## src/rtl/cdr_seq_pkg.sv

```systemverilog
package cdr_seq_pkg;

  typedef enum logic [1:0] {
    ST_IDLE = 2'd0,
    ST_ACQ  = 2'd1,
    ST_PAY  = 2'd2
  } seq_state_e;

  localparam logic [1:0] LM_HIGH_GAIN = 2'b01;
  localparam logic [1:0] LM_REF       = 2'b10;
  localparam logic [1:0] LM_NORMAL    = 2'b11;

  function automatic logic [1:0] mode_of(seq_state_e s);
    case (s)
      ST_ACQ:  return LM_HIGH_GAIN;
      ST_PAY:  return LM_NORMAL;
      default: return LM_REF;
    endcase
  endfunction

endpackage

```

## src/rtl/cdr_delim_match.sv

```systemverilog
module cdr_delim_match #(
  parameter int W = 16
) (
  input  logic                   clk,
  input  logic                   rst,
  input  logic [W-1:0]           rx_word,
  input  logic [W-1:0]           pattern,
  input  logic [W-1:0]           mask,
  input  logic [$clog2(W+1)-1:0] thresh,
  output logic                   hit
);
  localparam int CNT_W = $clog2(W+1);
  localparam int WIN_W = 2 * W;

  logic [W-1:0]     prev_q;
  logic [WIN_W-1:0] window;
  logic [W-1:0]     off_hit;

  always_ff @(posedge clk) begin
    if (rst) prev_q <= '0;
    else     prev_q <= rx_word;
  end

  assign window = {prev_q, rx_word};

  for (genvar k = 0; k < W; k++) begin : g_off
    logic [W-1:0]     diff;
    logic [CNT_W-1:0] errs;
    assign diff = (window[k +: W] ^ pattern) & mask;
    always_comb begin
      errs = '0;
      for (int b = 0; b < W; b++) errs = errs + CNT_W'(diff[b]);
    end
    assign off_hit[k] = (errs <= thresh);
  end

  assign hit = |off_hit;

endmodule

```

## src/rtl/cdr_acq_timer.sv

```systemverilog
module cdr_acq_timer #(
  parameter int TO_W = 10
) (
  input  logic            clk,
  input  logic            rst,
  input  logic            run,
  input  logic [TO_W-1:0] limit,
  output logic            last
);
  logic [TO_W-1:0] cnt_q;

  assign last = ({1'b0, cnt_q} + (TO_W+1)'(1)) >= {1'b0, limit};

  always_ff @(posedge clk) begin
    if (rst || !run) cnt_q <= '0;
    else if (!last)  cnt_q <= cnt_q + 1'b1;
  end

  // while running the count never passes the budget
  a_r6_cnt_bound: assert property (@(posedge clk) disable iff (rst)
    (run && limit != '0) |-> (cnt_q < limit));

endmodule

```

## src/rtl/cdr_lockmode_seq.sv

```systemverilog
module cdr_lockmode_seq
  import cdr_seq_pkg::*;
#(
  parameter int W    = 16,
  parameter int TO_W = 10
) (
  input  logic                   clk,
  input  logic                   rst,
  input  logic                   burst_en,
  input  logic                   sig_det,
  input  logic                   burst_start,
  input  logic                   burst_end,
  input  logic [W-1:0]           rx_word,
  input  logic [W-1:0]           delim_pattern,
  input  logic [W-1:0]           delim_mask,
  input  logic [$clog2(W+1)-1:0] delim_thresh,
  input  logic [TO_W-1:0]        acq_timeout,
  output logic [1:0]             lock_mode,
  output logic                   eq_cal_block,
  output logic                   delim_found,
  output logic                   acq_fail,
  output logic [1:0]             seq_state
);
  seq_state_e state_q, state_n;
  logic [1:0] mode_q;
  logic       sd_q, found_q, fail_q, found_n, fail_n;
  logic       hit, tmo_last, start, abort;

  cdr_delim_match #(.W(W)) u_match (
    .clk(clk), .rst(rst), .rx_word(rx_word), .pattern(delim_pattern),
    .mask(delim_mask), .thresh(delim_thresh), .hit(hit)
  );

  cdr_acq_timer #(.TO_W(TO_W)) u_timer (
    .clk(clk), .rst(rst), .run(state_q == ST_ACQ),
    .limit(acq_timeout), .last(tmo_last)
  );

  assign start = burst_start | (sig_det & ~sd_q);
  assign abort = burst_end | (~sig_det & sd_q);

  always_comb begin
    state_n = state_q;
    found_n = 1'b0;
    fail_n  = 1'b0;
    if (!burst_en || abort) begin
      state_n = ST_IDLE;
    end else begin
      case (state_q)
        ST_IDLE: if (start) state_n = ST_ACQ;
        ST_ACQ: begin
          if (hit) begin
            state_n = ST_PAY;
            found_n = 1'b1;
          end else if (tmo_last) begin
            state_n = ST_IDLE;
            fail_n  = 1'b1;
          end
        end
        ST_PAY:  state_n = ST_PAY;
        default: state_n = ST_IDLE;
      endcase
    end
  end

  always_ff @(posedge clk) begin
    if (rst) begin
      state_q <= ST_IDLE;
      mode_q  <= burst_en ? LM_REF : LM_NORMAL;
      sd_q    <= 1'b0;
      found_q <= 1'b0;
      fail_q  <= 1'b0;
    end else begin
      state_q <= state_n;
      mode_q  <= burst_en ? mode_of(state_n) : LM_NORMAL;
      sd_q    <= sig_det;
      found_q <= found_n;
      fail_q  <= fail_n;
    end
  end

  assign lock_mode    = mode_q;
  assign seq_state    = state_q;
  assign delim_found  = found_q;
  assign acq_fail     = fail_q;
  assign eq_cal_block = burst_en;

  // reserved code never driven once a clock edge has passed
  a_r1_no_reserved: assert property (@(posedge clk)
    $past(1'b1) |-> (mode_q != 2'b00));

  // acquire runs in high gain, payload in normal tracking
  a_r1_acq_gain: assert property (@(posedge clk) disable iff (rst)
    (state_q == ST_ACQ) |-> (mode_q == LM_HIGH_GAIN));
  a_r1_pay_normal: assert property (@(posedge clk) disable iff (rst)
    (state_q == ST_PAY) |-> (mode_q == LM_NORMAL));

  // delimiter pulse lasts one cycle and lands in payload
  a_r3_found_pulse: assert property (@(posedge clk) disable iff (rst)
    delim_found |=> !delim_found);
  a_r3_found_pay: assert property (@(posedge clk) disable iff (rst)
    delim_found |-> (state_q == ST_PAY));

  // burst end always returns to idle
  a_r5_end_idle: assert property (@(posedge clk) disable iff (rst)
    burst_end |=> (state_q == ST_IDLE));

  // timeout pulse comes only out of acquire and lands in idle
  a_r6_fail_idle: assert property (@(posedge clk) disable iff (rst)
    acq_fail |-> (state_q == ST_IDLE && $past(state_q) == ST_ACQ));

  // disabled operation pins normal mode and idle
  a_r7_disabled: assert property (@(posedge clk) disable iff (rst)
    !burst_en |=> (mode_q == LM_NORMAL && state_q == ST_IDLE));

endmodule

```

## config.mk

```make
export PLATFORM = sky130hd
export DESIGN_NAME = cdr_lockmode_seq
export DESIGN_NICKNAME = d
export VERILOG_FILES = /design/src/rtl/cdr_seq_pkg.sv /design/src/rtl/cdr_delim_match.sv /design/src/rtl/cdr_acq_timer.sv /design/src/rtl/cdr_lockmode_seq.sv
export SDC_FILE = /design/constraint.sdc
export NUM_CORES = 1
export LEC_CHECK = 0
export ABC_AREA = 1
export BUFFER_PORTS_ARGS = -buffer_cell sky130_fd_sc_hd__clkbuf_2
export CAP_MARGIN = 15
export CORE_MARGIN = 5
export CORE_UTILIZATION = 40
export DETAILED_ROUTE_END_ITERATION = 10
export PLACE_DENSITY = 0.63
export RECOVER_POWER = 50
export SYNTH_ARGS = -nofsm -noshare
export SYNTH_HDL_FRONTEND = slang
export SYNTH_HIERARCHICAL = 1
export SYNTH_SLANG_ARGS = --single-unit
export TNS_END_PERCENT = 30
```

## constraint.sdc

```tcl
create_clock -name clk -period 6.5 [get_ports clk]
set_clock_uncertainty 0.2 [all_clocks]
set_input_delay 0.65 -clock clk [delete_from_list [all_inputs] [get_ports clk]]
set_output_delay 0.65 -clock clk [all_outputs]
set_load 0.01 [all_outputs]
```

# After elaboration in Yosys (flattened, before gate mapping)
# Index checks and enable logic that the tools add are counted.
# Widths: inputs -> output; s select.
# word_totals
regBits	32
latch_bits	0
ramBits	0
rom_bits	0
input_bits	69
output_inout_bits	7
word_cells	328
n_memories	0
# classes
addsub	242
mul	0
n_div	0
order_cmp	17
eq_ne	4
n_shift	0
mux	11
bitwise	39
reduce_logical	8
# ops
cell	n
$add 5x1->5	224
$and 16x16->16	16
$xor 16x16->16	16
$le 5x5->1	16
$add 1x1->2	16
$reduce_or 19->1	1
$reduce_or 16->1	1
$mux 2	6
$add 10x1->11 const B	1
$ge 11x10->1	1
$add 10x1->10 const B	1
$pmux 2 s3	1
$eq 2x1->1 const B	2
$eq 2x2->1 const B	2
$pmux 2 s2	1
$mux 1	3
$not 1->1	3
$reduce_or 3->1	1
$and 1x1->1	2
$logic_not 1->1	2
$logic_not 2->1	1
$logic_or 1x1->1	2
$or 1x1->1	2

# Depth between registers and ports, before layout
# Gate-level depths: netlist of the first run.
# depth
word_depth	26
depth_mapped	34
mapped_depth_nobuf	32

# By module
# Netlist of the first run, hierarchy kept.
# modules_own_cells
module	n_inst	cells_each	area_each_um2	seq_area_each_um2
cdr_delim_match	1	1912	12062.8	300.3
cdr_acq_timer	1	150	939.7	200.2
cdr_lockmode_seq	1	38	306.5	140.1

# Least setup slack after synthesis of the first run
# Ideal clock, no wire load.
# synth_timing
path_type	input to register
startpoint	input delim_mask[3]
endpoint	register mode_q[0], in the netlist lock_mode[0]
setup_time_ns	0.074
arrival_ns	5.586
required_time_ns	6.226
setup_slack_ns	0.640
stages	30
n_path_buf	1
path_cell_list	inv_2 > clkbuf_1 > nor2_1 > fa_1 > inv_1 > fa_1 > inv_1 > fa_1 > fa_1 > ha_1 > inv_1 > fa_1 > nor2_1 > o21a_1 > ha_1 > nand2_1 > nor2_2 > nand2_1 > nand2_1 > nor2_1 > nand2_1 > nor2_1 > nand2_1 > nor2_1 > nand2_1 > o21ai_0 > nand2_1 > nor2_1 > ha_1 > o21ai_0
# synth_between
elab_chain_cells	23
word_cells_on_any_way	249
cone_classes	208 x add/sub; 16 x order compare; 2 x eq/ne; 6 x mux; 16 x bitwise; 1 x reduce/logical
# synth_rtl
element	line_no	rtl
start: declaration	cdr_lockmode_seq.sv:15	input logic [W-1:0] delim_mask,
$and 16x16->16	cdr_delim_match.sv:29	assign diff = (window[k +: W] ^ pattern) & mask;
$add 5x1->5 (13 in a row)	cdr_delim_match.sv:32	for (int b = 0; b < W; b++) errs = errs + CNT_W'(diff[b]);
$le 5x5->1	cdr_delim_match.sv:34	assign off_hit[k] = (errs <= thresh);
$reduce_or 16->1 *	cdr_delim_match.sv:37	assign hit = |off_hit;
net hit	cdr_lockmode_seq.sv:27	logic hit, tmo_last, start, abort;
$mux 2 *	cdr_lockmode_seq.sv:52	if (hit) begin
$pmux 2 s3 *	cdr_lockmode_seq.sv:49	case (state_q)
$mux 2 *	cdr_lockmode_seq.sv:46	if (!burst_en || abort) begin
net state_n[0]	cdr_lockmode_seq.sv:24	seq_state_e state_q, state_n;
$eq 2x2->1 or $eq 2x1->1 (tied branches)	cdr_seq_pkg.sv:14	case (s)
$pmux 2 s2 *	cdr_seq_pkg.sv:14	
$mux 2 *	cdr_lockmode_seq.sv:75	mode_q <= burst_en ? mode_of(state_n) : LM_NORMAL;
$mux 2 *	cdr_lockmode_seq.sv:67	if (rst) begin
end signal: assignment	cdr_lockmode_seq.sv:69	mode_q <= burst_en ? LM_REF : LM_NORMAL;
end signal: assignment	cdr_lockmode_seq.sv:75	
end: declaration	cdr_lockmode_seq.sv:25	logic [1:0] mode_q;
# The timed path passes the listed nets; every way through them passes the cells marked *.
# A chain may end at the register's enable or synchronous reset.

# Worst setup path in the final report of the first run
# layout_timing
startpoint	input rx_word[3]
endpoint	register mode_q[0], in the netlist lock_mode[0]
# layout_between
elab_chain_cells	26
word_cells_on_any_way	78
cone_classes	57 x add/sub; 4 x order compare; 2 x eq/ne; 6 x mux; 8 x bitwise; 1 x reduce/logical
# layout_rtl
element	line_no	rtl
start: declaration	cdr_lockmode_seq.sv:13	input logic [W-1:0] rx_word,
$xor 16x16->16	cdr_delim_match.sv:29	
$and 16x16->16	cdr_delim_match.sv:29	
$add 1x1->2	cdr_delim_match.sv:32	
$add 5x1->5 (14 in a row)	cdr_delim_match.sv:32	
$le 5x5->1	cdr_delim_match.sv:34	
$reduce_or 16->1 *	cdr_delim_match.sv:37	
net hit	cdr_lockmode_seq.sv:27	
$mux 2 *	cdr_lockmode_seq.sv:52	
$pmux 2 s3 *	cdr_lockmode_seq.sv:49	
$mux 2 *	cdr_lockmode_seq.sv:46	
net state_n[0]	cdr_lockmode_seq.sv:24	
$eq 2x2->1 or $eq 2x1->1 (tied branches)	cdr_seq_pkg.sv:14	
$pmux 2 s2 *	cdr_seq_pkg.sv:14	
$mux 2 *	cdr_lockmode_seq.sv:75	
$mux 2 *	cdr_lockmode_seq.sv:67	
# Marked as above.

==> impl_metrics.py, run 1 <==
metrics = {
    "status": {
        "status": "finished clean",
    },
    "timing": {
        "hold_viol": 0,
        "max_slew_margin": 0.295,
        "period_needed_ns": 6.21,
        "finalCritPeriodShare": 0.956,
        "slew_viol_final": 0,
        "setup_violations": 0,
        "tightest_slew_ns": 1.06,
        "whs_ns": 0.325,
        "tns_ns": 0,
        "max_freq_mhz": 161,
    },
    "pwr": {
        "p_per_area_nw_per_um2": 266,
        "p_comb_frac": 0.883,
        "p_leak_nw": 8.09,
        "p_sw_frac": 0.539,
        "seqPwrFrac": 0.054,
        "peakVddDrop_v": 0.000144,
        "p_int_w": 0.00181,
        "p_sw_w": 0.00211,
        "pwr-share-clk": 0.063,
    },
    "worst_setup_path": {
        "r2r_start": "u_match/prev_q[3]",
        "startpoint": "rx_word[3]",
        "cp.required_ns": 6.50,
        "cp-start-kind": "input port",
        "cp_max_fo": 5,
        "crit_arrival_ns": 6.21,
        "cp-end-kind": "flip-flop",
        "worstSetupPathType": "input port to flip-flop",
        "r2r_cells": 26,
    },
    "drt": {
        "drtAntennaViolNets": 0,
        "avgViaCountPerCell": 4.98,
        "wl_um": 42900,
        "drt_pass1_iterations": 5,
        "vias": 12900,
        "drt-wirelength-per-cell_um": 16.5,
        "drt_iter0_drc": 958,
        "route.detailed.drc": 0,
    },
    "synthesis": {
        "synth_top_family_by_area": "adder cells",
        "ys_seq_area_frac": 0.0481,
        "synth_edf_count": 0,
        "ys_top_cells_by_count": "nand2_1, nor2_1, inv_1, ha_1, fa_1",
        "synth_cell_types": 32,
        "synth_top_area_frac": 0.241,
        "ys_ff_latch": 32,
        "synth_most_common_cell": "nand2_1",
        "synth.avg_cell_area_um2": 6.34,
        "synth_nets": 2501,
        "synth_compound_gate_area_share": 0.0774,
        "synth_mux_area_frac": 0,
        "synth.area.top_cells": "fa_1, ha_1, nand2_1",
        "syn_area_um2": 13300,
        "synthXorXnorAreaFrac": 0.0309,
        "synthArstFlopShare": 0,
        "yosys.area_share.simple": 0.309,
        "syn_inst": 2100,
        "yosysTopAreaCell": "fa_1",
        "synth-warning-count": 6,
        "synth_ff_type": "dfxtp_1",
        "synthAdderAreaFrac": 0.402,
    },
    "final_layout": {
        "n_fill_cell": 3398,
        "fin_nets": 2550,
        "areaGrowthSynthToFinish_pct": 10.6,
        "diodes": 0,
        "drive_gt1_frac": 0.104,
    },
    "die": {
        "chipHeight_um": 192,
        "chipWidth_um": 192,
        "rows": 66,
        "start_util": 0.407,
        "ios": 76,
        "core_um2": 32700,
        "design.die.area_um2": 37000,
    },
    "cts": {
        "cts_max_level": 2,
        "clkTransAtPathRegs_ns": 0.05,
        "cts_tree": "built",
        "clockRootBuffer": "clkbuf_16",
        "cts_made_buffers": 5,
        "clk_latency_ns": 0.28,
        "post_cts_buffers": 0,
        "clkSinkCount": 32,
        "cts_max_path_buffers": 2,
    },
    "grt": {
        "grt-ovfl-total": 0,
        "first_global_vias": 12200,
        "antenna_found_initial": 0,
        "track_usage": 0.232,
        "grt_pass1_wl_um": 66900,
        "grt_start_max_net_pins": 33,
    },
    "placement": {
        "io_buffers": 75,
        "gp_congestion": 0.932,
        "dp_hpwl_um": 34800,
    },
    "hold_path": {
        "worst_hold_startpoint": "u_timer/cnt_q[1]",
        "hold_path_class": "flip-flop to flip-flop",
        "hold_depth": 2,
    },
    "job": {
        "max_cap_viol_count": 0,
    },
}
## placed cells by master (no fill, tap or decap), drive strengths merged
master  count
nand2     566
nor2      416
inv       310
ha        172
fa        160
a21oi     110
buf        97
o21ai      89
clkbuf     78
nand3      54
dfxtp      32
xnor2      25
xor2       22
nand4       4
nand3b      3
nor3        3
o21a        2
o21bai      2
clkinv      2
nor3b       1
and3        1
## power groups by stage
stage	sequential, W	clock [W]	combinational, W
final	0.000213	0.000246	0.00346
after global routing	0.000214	0.000263	0.00402
after CTS	0.000213	0.000254	0.00347
after detailed placement	0.000217	0	0.00346
after global placement	0.000217	0	0.00332
after floorplan	0.000210	0	0.00257
## timing repair
item / CTS / global route
setup endpoints to repair: 0 / 2
hold buffers: 0 / 0
gates resized for setup: 0 / 41
## critical path: stages
cell	delay, ns
clkbuf_2	0.20
xnor2_1	0.14
nor2_1	0.08
fa_1	0.63
inv_1	0.09
fa_1	0.53
inv_1	0.05
fa_1	0.51
fa_1	0.56
ha_1	0.18
inv_1	0.06
fa_2	0.52
inv_1	0.04
ha_1	0.26
nand2_1	0.06
nor2_2	0.10
nand2_1	0.06
nand3_1	0.20
nand2_1	0.16
nor2_1	0.12
nand2_1	0.07
nor2_2	0.09
nand2_2	0.11
o21ai_0	0.16
nand2_1	0.10
nor2_1	0.10
ha_1	0.23
o21ai_0	0.14
## area by class of cell
class / count / area (µm²) / area share
sequential: 32 / 644 / 0.0438
tap: 442 / 553 / 0.0376
clock buffer: 7 / 153 / 0.0104
timing repair buffer: 168 / 1250 / 0.0847
multi-input combinational: 1630 / 10900 / 0.744
inverter: 312 / 1170 / 0.0797
## routing by layer
| metal | GRT usage | part of all wire | vias to the layer above |
|---|---|---|---|
| li1 | - | - | 6433 |
| met1 | 0.306 | 0.42 | 5952 |
| met2 | 0.411 | 0.49 | 460 |
| met3 | 0.0212 | 0.063 | 58 |
| met4 | 0.0581 | 0.031 | 0 |
| met5 | 0 | 0 | - |
## sequential cells by signal, indices dropped and copies added (netlist names)
name,count
seq_state,2
delim_found,1
u_timer/cnt_q,10
sd_q,1
acq_fail,1
u_match/prev_q,15
lock_mode,2
## cell families after synthesis
| kind of cell | Yosys count |
|---|---|
| compound gates | 203 |
| xor+xnor | 47 |
| fa+ha+maj | 332 |
| buf+inv | 438 |
| flops | 32 |
| simple gates | 1048 |
## metrics by stage
stage,cells,total power (W),area (µm²),util,setup WS (ns)
floorplan,2100,0.00278,13300,-,0.640
global placement,2584,0.00354,14500,0.444,-0.0776
detailed placement,2584,0.00367,14500,0.444,-0.152
CTS,2591,0.00394,14700,0.448,0.133
global route,2591,0.00450,14700,0.450,-0.0195
finish,2591,0.00392,14700,0.450,0.286
## path summary, 6_finish.rpt
kind	slack [ns]	endpoint
hold / removal	0.33	u_timer/cnt_q[1]
setup / recovery	0.29	lock_mode[0]
hold reg to reg	0.33	u_timer/cnt_q[1]
setup reg to reg	0.51	lock_mode[0]
Power figures use the tool's default switching activity.
==> inputs of run 2 (changes only) <==
Settings changed: REMOVE_ABC_BUFFERS from default to 1.
==> impl_metrics.py, run 2 (synthesized netlist as in run 1, its figures left out) <==
metrics = {
    "cts": {
        "cts_hold_buf": 0,
        "cts_made_buffers": 5,
        "clkSinkCount": 32,
        "cts_tree": "built",
        "clk_latency_ns": 0.29,
        "clkTransAtPathRegs_ns": 0.05,
        "cts_max_path_buffers": 2,
        "post_cts_buffers": 0,
        "clockRootBuffer": "clkbuf_16",
        "cts_max_level": 2,
    },
    "drt": {
        "top_layer_used": "met4",
        "vias": 13200,
        "drt_iter0_drc": 1139,
        "route.detailed.drc": 0,
        "met1_length_um": 18200,
        "met2_length_um": 21300,
        "drtAntennaViolNets": 0,
        "route.met3.wl_um": 3180,
        "wl_um": 44700,
        "drt-wirelength-per-cell_um": 17.0,
        "avgViaCountPerCell": 5.01,
        "drt_pass1_iterations": 6,
    },
    "timing": {
        "setup_ws_ns": 0.293,
        "max_slew_margin": 0.239,
        "max_freq_mhz": 161,
        "period_needed_ns": 6.21,
        "rsz0062_at_grt": "false",
        "hold_viol": 0,
        "setup_violations": 0,
        "finalCritPeriodShare": 0.955,
        "tightest_slew_ns": 1.14,
        "slew_viol_final": 0,
    },
    "worst_setup_path": {
        "cp-start-kind": "input port",
        "r2r_cells": 28,
        "cp.required_ns": 6.50,
        "cp-end-kind": "flip-flop",
        "crit_arrival_ns": 6.21,
        "cp_max_fo": 9,
        "r2r_start": "u_match/prev_q[3]",
        "startpoint": "delim_mask[0]",
        "rrSetupSlack_ns": 0.41,
        "r2r_end": "lock_mode[0]",
        "worstSetupPathType": "input port to flip-flop",
        "cp_slowest_cell": "fa_1",
        "max_stage_delay_ns": 0.57,
    },
    "final_layout": {
        "drive_gt1_frac": 0.116,
        "fin_area_um2": 14900,
        "post-route-util": 0.456,
        "final_common_cell": "nand2_1",
        "final_cell_mix": "nand2_1, nor2_1, inv_1",
        "fin_nets": 2587,
        "regMostFlops": "u_match/prev_q",
        "areaGrowthSynthToFinish_pct": 11.9,
        "largest_reg_flops": 15,
        "diodes": 0,
        "reg.largest.list": "u_match/prev_q: 15 flops, u_timer/cnt_q: 10 flops",
    },
    "pwr": {
        "p_comb_frac": 0.885,
        "p_sw_w": 0.00211,
        "p_per_area_nw_per_um2": 261,
        "pwr-share-clk": 0.060,
        "p_leak_nw": 8.24,
        "seqPwrFrac": 0.055,
        "p_int_w": 0.00178,
        "peakVddDrop_v": 0.000183,
        "p_sw_frac": 0.541,
    },
    "placement": {
        "place_ws_ns": -0.297,
        "io_buffers": 75,
        "gp_congestion": 0.981,
        "dpl_cell_area_um2": 14700,
        "dp_hpwl_um": 35700,
    },
    "hold_path": {
        "hold_path_class": "flip-flop to flip-flop",
        "hold_depth": 2,
        "min_to": "u_timer/cnt_q[1]",
        "worst_hold_startpoint": "u_timer/cnt_q[1]",
    },
    "job": {
        "max_cap_viol_count": 0,
    },
    "die": {
        "chipHeight_um": 192,
        "rows": 66,
        "core_um2": 32700,
        "ios": 76,
        "design.die.area_um2": 37000,
        "chipWidth_um": 192,
        "start_util": 0.407,
    },
    "grt": {
        "grt_pass1_wl_um": 69900,
        "first_global_vias": 13100,
        "grt-ovfl-total": 0,
        "track_usage": 0.244,
        "antenna_found_initial": 0,
        "grt_start_max_net_pins": 33,
    },
    "status": {
        "status": "finished clean",
    },
}
[run 2: changes by cell type in the layout (fill, tap and decap cells not counted), moves of 2 or more]
| cell | before | now |
|---|---|---|
| o21ai_2 | 3 | 1 |
| clkbuf_8 | 2 | 0 |
| dfxtp_1 | 29 | 31 |
| clkbuf_4 | 3 | 5 |
| buf_2 | 4 | 2 |
| buf_12 | 13 | 7 |
| fa_1 | 157 | 160 |
| buf_4 | 78 | 124 |
| dfxtp_2 | 3 | 1 |
| o21ai_1 | 47 | 42 |
| fa_2 | 3 | 0 |
| o21ai_0 | 39 | 46 |
| buf_6 | 2 | 0 |
[run 2: routing by layer]
layer | global-route usage | up-vias
met5 | 0 | -
met4 | 0.0952 | 0
met3 | 0.0298 | 130
met2 | 0.429 | 507
met1 | 0.304 | 6022
li1 | - | 6502
[run 2: how the worst max path moves through the flow]
stage | end
final | lock_mode[0]
after global routing | lock_mode[0]
after global placement | lock_mode[0]
after CTS | lock_mode[0]
after floorplan | lock_mode[0]
after detailed placement | lock_mode[0]
[run 2: power by group through the flow]
stage	registers [W]	logic, W	clock network, W
after floorplan	0.000220	0.00249	0
after global placement	0.000218	0.00329	0
after detailed placement	0.000218	0.00343	0
after CTS	0.000213	0.00346	0.000234
after global routing	0.000215	0.00403	0.000240
final	0.000214	0.00344	0.000232
[run 2: stage by stage]
step                total power [W]  cells  hold WS (ns)  setup TNS (ns)
finish                      0.00389   2628         0.320               0
global route                0.00449   2628         0.356               0
CTS                         0.00391   2628         0.323               0
detailed placement          0.00365   2621         0.310          -0.503
global placement            0.00351   2621         0.295          -0.472
floorplan                   0.00271   1974         0.277               0
[run 2: final cells by class]
| cell class | instances | area, µm² |
|---|---|---|
| well taps | 442 | 553 |
| repair buffers | 205 | 1450 |
| flip-flops and latches | 32 | 642 |
| inverters | 312 | 1180 |
| multi-input cells | 1630 | 10900 |
| fillers | 3451 | 17800 |
| clock buffers | 6 | 129 |
| clock inverters | 1 | 5.00 |
[run 2: what timing repair did]
action	4_1_cts	5_1_grt
pin swaps	0	6
gates resized for setup	1	33
endpoints found under the hold margin	0	0
setup endpoints to repair	1	2
[run 2: worst max-delay path: cells and delay by family]
family | cells | cell delay [ns]
xor+xnor | 1 | 0.15
compound gates | 4 | 0.53
simple gates | 11 | 1.01
buf+inv | 6 | 0.61
fa+ha+maj | 8 | 3.24
